### src/rtl/rtc_regfile.sv
module rtc_regfile #(
  parameter int TICK_HZ = 32768
) (
  input  logic       clk,
  input  logic       rst_n,
  input  logic       osc_tick,
  input  logic       pwr_fail,
  input  logic       ce_n,
  input  logic       oe_n,
  input  logic       we_n,
  input  logic [2:0] addr,
  input  logic [7:0] din,
  output logic [7:0] dout,
  output logic       dout_en
);
  localparam int DIV_W  = $clog2(TICK_HZ);
  localparam int HALF   = (TICK_HZ >= 1024) ? TICK_HZ / 1024 : 1;
  localparam int HALF_W = $clog2(HALF + 1);

  logic [7:0] c_sec, c_min, c_hr, c_date, c_mon, c_yr;
  logic [2:0] c_day;
  logic [7:0] u_sec, u_min, u_hr, u_date, u_mon, u_yr;
  logic [2:0] u_day;
  logic       wfrz, rfrz, osc_stop, ftest, ft_ph;
  logic [5:0] century;
  logic [DIV_W-1:0]  div;
  logic [HALF_W-1:0] ftc;

  function automatic logic [7:0] bcd_inc(input logic [7:0] v);
    return (v[3:0] == 4'd9) ? {v[7:4] + 4'd1, 4'd0} : v + 8'd1;
  endfunction

  function automatic logic [7:0] last_day(input logic [7:0] m, input logic [7:0] y);
    logic [7:0] yb;
    yb = {4'd0, y[7:4]} * 8'd10 + {4'd0, y[3:0]};
    if (m == 8'h02) return (yb[1:0] == 2'd0) ? 8'h29 : 8'h28;
    if (m == 8'h04 || m == 8'h06 || m == 8'h09 || m == 8'h11) return 8'h30;
    return 8'h31;
  endfunction

  wire acc      = !pwr_fail && !ce_n;
  wire wr       = acc && !we_n;
  wire wr_ctrl  = wr && addr == 3'd0;
  wire run      = !osc_stop;
  wire div_last = div == DIV_W'(TICK_HZ - 1);
  wire sec_stb  = osc_tick && run && div_last;
  wire commit   = wr_ctrl && wfrz && !din[7];
  wire cent_ld  = wr_ctrl && !din[7] && !din[6] && !(rfrz && !wfrz);
  wire follow   = !wfrz && !rfrz;

  assign dout_en = acc && !oe_n && we_n;

  always_ff @(posedge clk) begin
    if (!rst_n) begin
      div <= '0; ftc <= '0; ft_ph <= 1'b0;
    end else begin
      if (commit) div <= '0;
      else if (osc_tick && run) div <= div_last ? '0 : div + 1'b1;
      if (osc_tick && run) begin
        if (ftc == HALF_W'(HALF - 1)) begin ftc <= '0; ft_ph <= !ft_ph; end
        else ftc <= ftc + 1'b1;
      end
    end
  end

  always_ff @(posedge clk) begin
    if (!rst_n) begin
      c_sec <= 8'h00; c_min <= 8'h00; c_hr <= 8'h00; c_day <= 3'd1;
      c_date <= 8'h01; c_mon <= 8'h01; c_yr <= 8'h00;
    end else if (commit) begin
      c_sec <= u_sec; c_min <= u_min; c_hr <= u_hr; c_day <= u_day;
      c_date <= u_date; c_mon <= u_mon; c_yr <= u_yr;
    end else if (sec_stb) begin
      if (c_sec != 8'h59) c_sec <= bcd_inc(c_sec);
      else begin
        c_sec <= 8'h00;
        if (c_min != 8'h59) c_min <= bcd_inc(c_min);
        else begin
          c_min <= 8'h00;
          if (c_hr != 8'h23) c_hr <= bcd_inc(c_hr);
          else begin
            c_hr  <= 8'h00;
            c_day <= (c_day == 3'd7) ? 3'd1 : c_day + 3'd1;
            if (c_date != last_day(c_mon, c_yr)) c_date <= bcd_inc(c_date);
            else begin
              c_date <= 8'h01;
              if (c_mon != 8'h12) c_mon <= bcd_inc(c_mon);
              else begin
                c_mon <= 8'h01;
                c_yr  <= (c_yr == 8'h99) ? 8'h00 : bcd_inc(c_yr);
              end
            end
          end
        end
      end
    end
  end

  always_ff @(posedge clk) begin
    if (!rst_n) begin
      u_sec <= 8'h00; u_min <= 8'h00; u_hr <= 8'h00; u_day <= 3'd1;
      u_date <= 8'h01; u_mon <= 8'h01; u_yr <= 8'h00;
      osc_stop <= 1'b0; ftest <= 1'b0;
    end else if (wr && addr != 3'd0) begin
      case (addr)
        3'd1: begin u_sec <= {1'b0, din[6:0]}; osc_stop <= din[7]; end
        3'd2: u_min <= {1'b0, din[6:0]};
        3'd3: u_hr <= {2'b0, din[5:0]};
        3'd4: begin u_day <= din[2:0]; ftest <= din[6]; end
        3'd5: u_date <= {2'b0, din[5:0]};
        3'd6: u_mon <= {3'b0, din[4:0]};
        default: u_yr <= din;
      endcase
    end else if (follow) begin
      u_sec <= c_sec; u_min <= c_min; u_hr <= c_hr; u_day <= c_day;
      u_date <= c_date; u_mon <= c_mon; u_yr <= c_yr;
    end
  end

  always_ff @(posedge clk) begin
    if (!rst_n) begin
      wfrz <= 1'b0; rfrz <= 1'b0; century <= 6'd0;
    end else if (wr_ctrl) begin
      wfrz <= din[7];
      rfrz <= din[6];
      if (cent_ld) century <= din[5:0];
    end
  end

  always_comb begin
    dout = 8'h00;
    if (dout_en) begin
      case (addr)
        3'd0: dout = {wfrz, rfrz, century};
        3'd1: dout = {osc_stop, u_sec[6:1], (ftest && run) ? ft_ph : u_sec[0]};
        3'd2: dout = u_min;
        3'd3: dout = u_hr;
        3'd4: dout = {1'b0, ftest, 3'b000, u_day};
        3'd5: dout = u_date;
        3'd6: dout = u_mon;
        default: dout = u_yr;
      endcase
    end
  end

  assert_pf_lockout_R3: assert property (@(posedge clk) disable iff (!rst_n)
    pwr_fail |=> $stable(century) && $stable(wfrz) && $stable(rfrz));

  assert_commit_load_R6: assert property (@(posedge clk) disable iff (!rst_n)
    commit |=> c_sec == $past(u_sec) && c_min == $past(u_min) && c_yr == $past(u_yr));

  assert_read_hold_R7: assert property (@(posedge clk) disable iff (!rst_n)
    rfrz && !wfrz && !(wr && addr == 3'd1) |=> $stable(u_sec));

  assert_cent_keep_R8: assert property (@(posedge clk) disable iff (!rst_n)
    wr_ctrl && (din[7] || din[6]) |=> $stable(century));

  assert_osc_halt_R9: assert property (@(posedge clk) disable iff (!rst_n)
    osc_stop && !commit |=> $stable(c_sec) && $stable(c_min));
endmodule

### config.mk
export PLATFORM = sky130hd
export DESIGN_NAME = rtc_regfile
export DESIGN_NICKNAME = d
export VERILOG_FILES = /design/src/rtl/rtc_regfile.sv
export SDC_FILE = /design/constraint.sdc
export NUM_CORES = 1
export LEC_CHECK = 0
export BUFFER_PORTS_ARGS = -buffer_cell sky130_fd_sc_hd__buf_2
export CAP_MARGIN = 20
export CELL_PAD_IN_SITES_DETAIL_PLACEMENT = 0
export CELL_PAD_IN_SITES_GLOBAL_PLACEMENT = 1
export CORE_MARGIN = 5
export CORE_UTILIZATION = 49
export CTS_BUF_LIST = sky130_fd_sc_hd__clkbuf_4 sky130_fd_sc_hd__clkbuf_8
export DETAILED_ROUTE_END_ITERATION = 7
export PLACE_DENSITY_LB_ADDON = 0.1
export SLEW_MARGIN = 20
export SYNTH_ARGS = -nofsm -noshare
export SYNTH_HDL_FRONTEND = slang
export SYNTH_SLANG_ARGS = --single-unit
export TNS_END_PERCENT = 100
### constraint.sdc
create_clock -name clk -period 2.65 [get_ports clk]
set_input_delay 0.3975 -clock clk [delete_from_list [all_inputs] [get_ports clk]]
set_output_delay 0.3975 -clock clk [all_outputs]
set_load 0.02 [all_outputs]
==> out/metrics.csv, run 1 <==
stage,metric,value,unit
drt,met2 wire len,11600,µm
global_route,largest net degree at the start of global routing,65,
placement,GP Congestion,0.967,
synth,Syn Nets,1034,
drt,DR WL/cell,20.3,µm
cts,CTS Buffer Depth,2,
critical_path,Setup CP Type,register to output pin,
synth,Cells after Synth,990,
drt,DRT Wirelength,25300,µm
die,I/O pin count,27,
sta,setup TNS,0,ns
cells_and_area,"commonest non-fill, non-tap cell in the layout",dfxtp_1,
die,row count,46,
power,static leakage,0.00331,µW
power,Design Power,4150,µW
synth,"EDFF count, synth",0,
critical_path,CP Capture Type,output pin,
synth,"Avg Cell Area, Syn",7.94,µm²
cts,CTS clock-pin slew for the worst setup and hold paths,0.07,ns
synth,Cell variety after synth,69,
cts,latest clock arrival within the worst-skew pair,0.46,ns
sta,RSZ-0062 raised after global routing,no,
cts,Max H-tree Level,4,
drt,Routed met3 length,1660,µm
power,Power Dens Cells,469,nW/µm²
job,max-cap violations,0,
die,die area,18700,µm²
cts,clk sinks,134,
critical_path,Critical Path Fanout Max,6,
synth,ys async rst share,0,%
critical_path,CP Launch Type,register,
power,peak supply drop,0.000309,V
placement,DP HPWL,18600,µm
sta,maximum clock rate,392,MHz
global_route,Total GRT Usage,27.6,%
sta,clock skew,0.0135,ns
cells_and_area,Final Core Density,55.9,%
synth,yosys warns,0,
drt,vias,7837,
die,Die Span Y,137,µm
placement,port bufs,26,
synth,dominant cell type by area after synthesis,dfxtp_1,
global_route,first-pass GRT wire length,40100,µm
cells_and_area,share of layout cells above drive strength 1,13.7,%
cts,total CTS buffers,17,
sta,Tcrit/Tclk final,96.2,%
drt,vias per inst,6.27,
sta,max_slew headroom,51.6,%
synth,synthesized flop and latch total,134,
sta,max-slew violations,0,
sta,"Hold Vio Cnt, Final",0,
sta,final setup fails,0,
critical_path,arrival time at the worst endpoint,2.15,ns
drt,met1 WL,11200,µm
synth,largest cells by area after synthesis,"dfxtp_1 (34%), nor2_1 (5.4%), a211oi_1 (5.1%)",
cts,CTS tree,built,
cells_and_area,Ant. Diodes,0,
sta,Slew @ Worst Pin,0.726,ns
global_route,vias in the first global route,7194,
drt,DR iter-0 viols,757,
cells_and_area,fillcell total,1483,
cells_and_area,most frequent cells in the layout,"dfxtp_1 (134), nor2_1 (114), nand2_1 (93)",
synth,Synth top area share,34.1,%
critical_path,Critical Path RT,2.25,ns
global_route,gr ovfl total,0,
drt,Final ANT Viol Nets,0,
cells_and_area,post-layout net count,1064,
global_route,initial antenna violation count,1,
cells_and_area,Finished Cell Area,8850,µm²
synth,register area share after synthesis,34.1,%
sta,Tmin final,2.55,ns
drt,DRT Pass-1 Iters,6,
drt,top layer reached by signal wires,met5,
drt,DRC,0,
run_status,run status,finished clean,
cts,setup bufs post-CTS,0,
sta,final hold slack,0.190,ns
cells_and_area,Area growth syn-to-layout,12.5,%
die,area of the core,15800,µm²
die,Initial Utilization,49.7,%
synth,dominant synthesized flop cell,dfxtp_1,
placement,placed instance area,8430,µm²
die,Die Wd,137,µm
synth,cell area after synthesis,7860,µm²
worst_hold_path,Worst Hold Class,input port to register,
cts,Root Driver,clkbuf_8,
[stage by stage]
stage | cells | setup WS [ns]
floorplan | 990 | 0.222
global placement | 1217 | -0.0118
detailed placement | 1217 | -0.0498
CTS | 1249 | 0.00912
global route | 1249 | 0.00243
finish | 1249 | 0.0999
[routing by layer]
metal / vias up / global-route usage [%]
met2: 298 / 44.1
met5: - / 0
li1: 3721 / -
met3: 62 / 5.66
met4: 2 / 10.2
met1: 3754 / 36.7
[worst max-delay path: stages (launching register included)]
cell and delay [ns]:
dfxtp_1 0.50, nand2b_1 0.17, mux2_2 0.34, a22oi_1 0.20
nor2_1 0.08, o221a_2 0.25, buf_2 0.16
[final timing paths]
| check | start | end | slack, ns | depth (start not counted) |
|---|---|---|---|---|
| min | din[4] | century[4] | 0.19 | 3 |
| max reg2reg | c_mon[1] | c_mon[0] | 0.16 | 6 |
| max | osc_stop | dout[0] | 0.1 | 6 |
| min reg2reg | u_sec[7] | u_sec[7] | 0.46 | 2 |
[report_power, final]
part           switching, µW  internal (µW)
logic                    202            103
registers               44.5           2050
clock network            815            934
total                   1060           3090
[timing repair]
item	in CTS	in global routing
pin swaps	0	1
gates cloned	0	0
hold buffers	0	0
setup endpoints to repair	1	13
resized for setup	1	4
[synthesized netlist by cell type, drive strengths merged (13+ instances only)]
library cell	count
a21oi	74
nor2	114
ha	26
o211ai	14
nor3	34
and3	16
o21ai	63
dfxtp	134
nand2	93
nor2b	20
mux2i	19
a22oi	13
xor2	13
clkbuf	62
xnor2	15
nand3	26
inv	23
a211oi	54
a31oi	13
[layout make-up]
type | instances | area, µm² | share of cell area, %
multi-input combinational | 763 | 4850 | 54.9
clock inverter | 8 | 98.8 | 1.12
timing repair buffer | 81 | 556 | 6.28
sequential | 134 | 2680 | 30.3
tap | 216 | 270 | 3.06
inverter | 23 | 86.3 | 0.976
clock buffer | 24 | 299 | 3.38
[state kept, by name, summed over array words and instances (netlist names), 3 cells and up]
register / count
c_min: 8
c_mon: 8
u_min: 8
c_yr: 8
c_hr: 8
ftc: 6
c_day: 3
u_sec: 8
div: 15
u_hr: 8
c_sec: 8
century: 6
c_date: 8
u_yr: 8
u_mon: 8
u_date: 8
u_day: 3
[logic make-up after synthesis]
group	count (synthesis)	share of synthesized area [%]
fa+ha+maj	26	4.14
buf+inv	93	4.53
xor+xnor	28	3.12
flops	134	34.1
simple gates	376	23.4
mux	27	3.85
compound gates	306	26.8
No activity file was read; power rests on OpenSTA's default activity.
==> run 2, diff against run 1 <==
Clock period 2.65 ns to 2.85 ns, I/O delays scaled along.
==> out/metrics.csv, run 2 (synthesis results as in run 1) <==
stage,metric,value,unit,change
global_route,largest net degree at the start of global routing,72,,+11%
global_route,first-pass GRT wire length,40100,µm,+0.19%
cts,CTS resizes,0,,-1
sta,setup ws final,0.209,ns,+0.110 ns
sta,RSZ-0062 raised after global routing,no,,
cells_and_area,Ant. Diodes,0,,unchanged
die,I/O pin count,27,,unchanged
placement,"worst slack, placed",0.0983,ns,+0.148 ns
global_route,initial antenna violation count,1,,unchanged
critical_path,CP Capture Type,register,,
worst_hold_path,hold path startpoint,din[1],,
cts,setup bufs post-CTS,0,,unchanged
die,Initial Utilization,49.7,%,unchanged
sta,clock skew,0.0120,ns,-0.00154 ns
critical_path,slowest CP cell,a2111oi_4,,
sta,Slew @ Worst Pin,0.696,ns,-0.0303 ns
drt,vias,7701,,-1.7%
global_route,Total GRT Usage,27.7,%,+0.17 points
die,row count,46,,unchanged
cts,latest clock arrival within the worst-skew pair,0.48,ns,+0.02 ns
sta,"Hold Vio Cnt, Final",0,,unchanged
cts,Max H-tree Level,4,,unchanged
placement,placed instance area,8320,µm²,-1.2%
job,max-cap violations,0,,unchanged
power,static leakage,0.00320,µW,-3.3%
drt,DRT Wirelength,25500,µm,+0.63%
placement,DP HPWL,18300,µm,-1.3%
critical_path,"Buf+Inv Stages, Crit Path",1,,unchanged
die,die area,18700,µm²,unchanged
cts,total CTS buffers,17,,unchanged
critical_path,Reg2Reg Depth,8,,+2
cells_and_area,"commonest non-fill, non-tap cell in the layout",dfxtp_1,,
global_route,vias in the first global route,7231,,+0.51%
sta,final setup fails,0,,unchanged
critical_path,Setup CP Type,register to register,,
power,Power Dens Cells,434,nW/µm²,-7.4%
cts,Root Driver,clkbuf_8,,
cells_and_area,most frequent cells in the layout,"dfxtp_1 (134), nor2_1 (114), nand2_1 (93)",,
critical_path,"CP delay by family, top",compound AO/OA/AOI/OAI gates,,
drt,vias per inst,6.26,,-0.30%
cells_and_area,post-layout net count,1047,,-1.6%
die,Die Wd,137,µm,unchanged
sta,setup TNS,0,ns,unchanged
critical_path,FF-to-FF End,c_yr[2],,
cells_and_area,Area growth syn-to-layout,10.6,%,
sta,Tcrit/Tclk final,92.7,%,
die,area of the core,15800,µm²,unchanged
critical_path,Critical Path Fanout Max,7,,+1
power,peak supply drop,0.000324,V,+5.1%
cells_and_area,Finished Cell Area,8700,µm²,-1.6%
cts,clk sinks,134,,unchanged
cts,CTS Buffer Depth,2,,unchanged
drt,DR WL/cell,20.7,µm,+2.1%
sta,max-slew violations,0,,unchanged
sta,Tmin final,2.64,ns,
sta,maximum clock rate,379,MHz,
worst_hold_path,Worst Hold Class,input port to register,,
cts,hold_buf cts,0,,unchanged
critical_path,CP Launch Type,register,,
global_route,gr ovfl total,0,,unchanged
drt,DR iter-0 viols,755,,-0.26%
critical_path,crit-path max cell delay,0.52,ns,+0.02 ns
critical_path,R2R Path Start,c_mon[5],,
critical_path,flop-to-flop setup slack,0.21,ns,+0.05 ns
cells_and_area,Reg with most FFs,div,,
worst_hold_path,hold depth,3,,unchanged
placement,port bufs,26,,unchanged
placement,GP Congestion,0.972,,+0.61%
die,Die Span Y,137,µm,unchanged
critical_path,worst-path cell chain,inv_1 -> ha_1 -> nor3b_2 -> a311o_1 -> or3_1 -> a2111oi_4 -> a311oi_1 -> nor3_1,,
cts,CTS tree,built,,
critical_path,arrival time at the worst endpoint,3.03,ns,+0.88 ns
sta,max_slew headroom,53.5,%,+1.9 points
critical_path,Critical Path RT,3.24,ns,+0.99 ns
cells_and_area,share of layout cells above drive strength 1,12.0,%,-1.7 points
cells_and_area,Largest register FFs,15,,unchanged
drt,DRT Pass-1 Iters,5,,-1
worst_hold_path,Worst Hold End,century[1],,
run_status,run status,finished clean,,
cts,CTS clock-pin slew for the worst setup and hold paths,0.08,ns,about the same
drt,DRC,0,,unchanged
drt,Final ANT Viol Nets,0,,unchanged
[run 2: cell count changes in the layout (fill, tap and decap cells not counted), sizes merged]
cell,before,now
bufinv,2,1
buf,81,64
inv,23,24
clkbuf,24,20
clkinvlp,2,5
[run 2: layout make-up]
type,count,area [µm²]
Clock inverter,11,104
Fill cell,1485,7130
Tap cell,216,270
Timing Repair Buffer,64,453
Clock buffer,20,263
Sequential cell,134,2680
Inverter,23,86.3
Multi-Input combinational cell,763,4840
[run 2: worst max path at each step]
stage               startpoint  cells past startpoint        to
floorplan              addr[2]                      8  c_mon[7]
global placement          ce_n                      8   c_yr[5]
detailed placement        ce_n                      8  c_mon[7]
CTS                   c_mon[5]                      9   c_yr[4]
global route          c_mon[5]                      8   c_yr[2]
finish                c_mon[5]                      8   c_yr[2]
[run 2: metal layers]
layer / global-route usage, % / vias to the layer above / routed length (µm)
met1: 37.1 / 3694 / 11300
li1: - / 3680 / -
met3: 5.66 / 49 / 1640
met2: 44.1 / 276 / 11800
met5: 0 / - / 20
met4: 10.6 / 2 / 721
[run 2: power breakdown]
group / total, µW / switching [µW] / internal [µW]
Clock: 1550 / 826 / 726
Combinational: 280 / 185 / 95.0
Sequential: 1950 / 41.6 / 1910
[run 2: worst register-to-register path, stage by stage, from the launching register on]
cell	delay, ns
dfxtp_1	0.42
inv_1	0.11
ha_1	0.21
nor3b_2	0.18
a311o_1	0.32
or3_1	0.43
a2111oi_4	0.52
a311oi_1	0.16
nor3_1	0.20
[run 2: metrics by stage]
stage / power (µW) / util, % / instances / hold slack [ns]
4_1_cts: 3780 / 54.9 / 1231 / 0.186
3_3_place_gp: 2260 / 52.6 / 1200 / 0.447
6_report: 3780 / 55.0 / 1231 / 0.192
2_1_floorplan: 2160 / - / 990 / 0.432
5_1_grt: 3900 / 55.0 / 1231 / 0.194
3_5_place_dp: 2270 / 52.6 / 1200 / 0.462
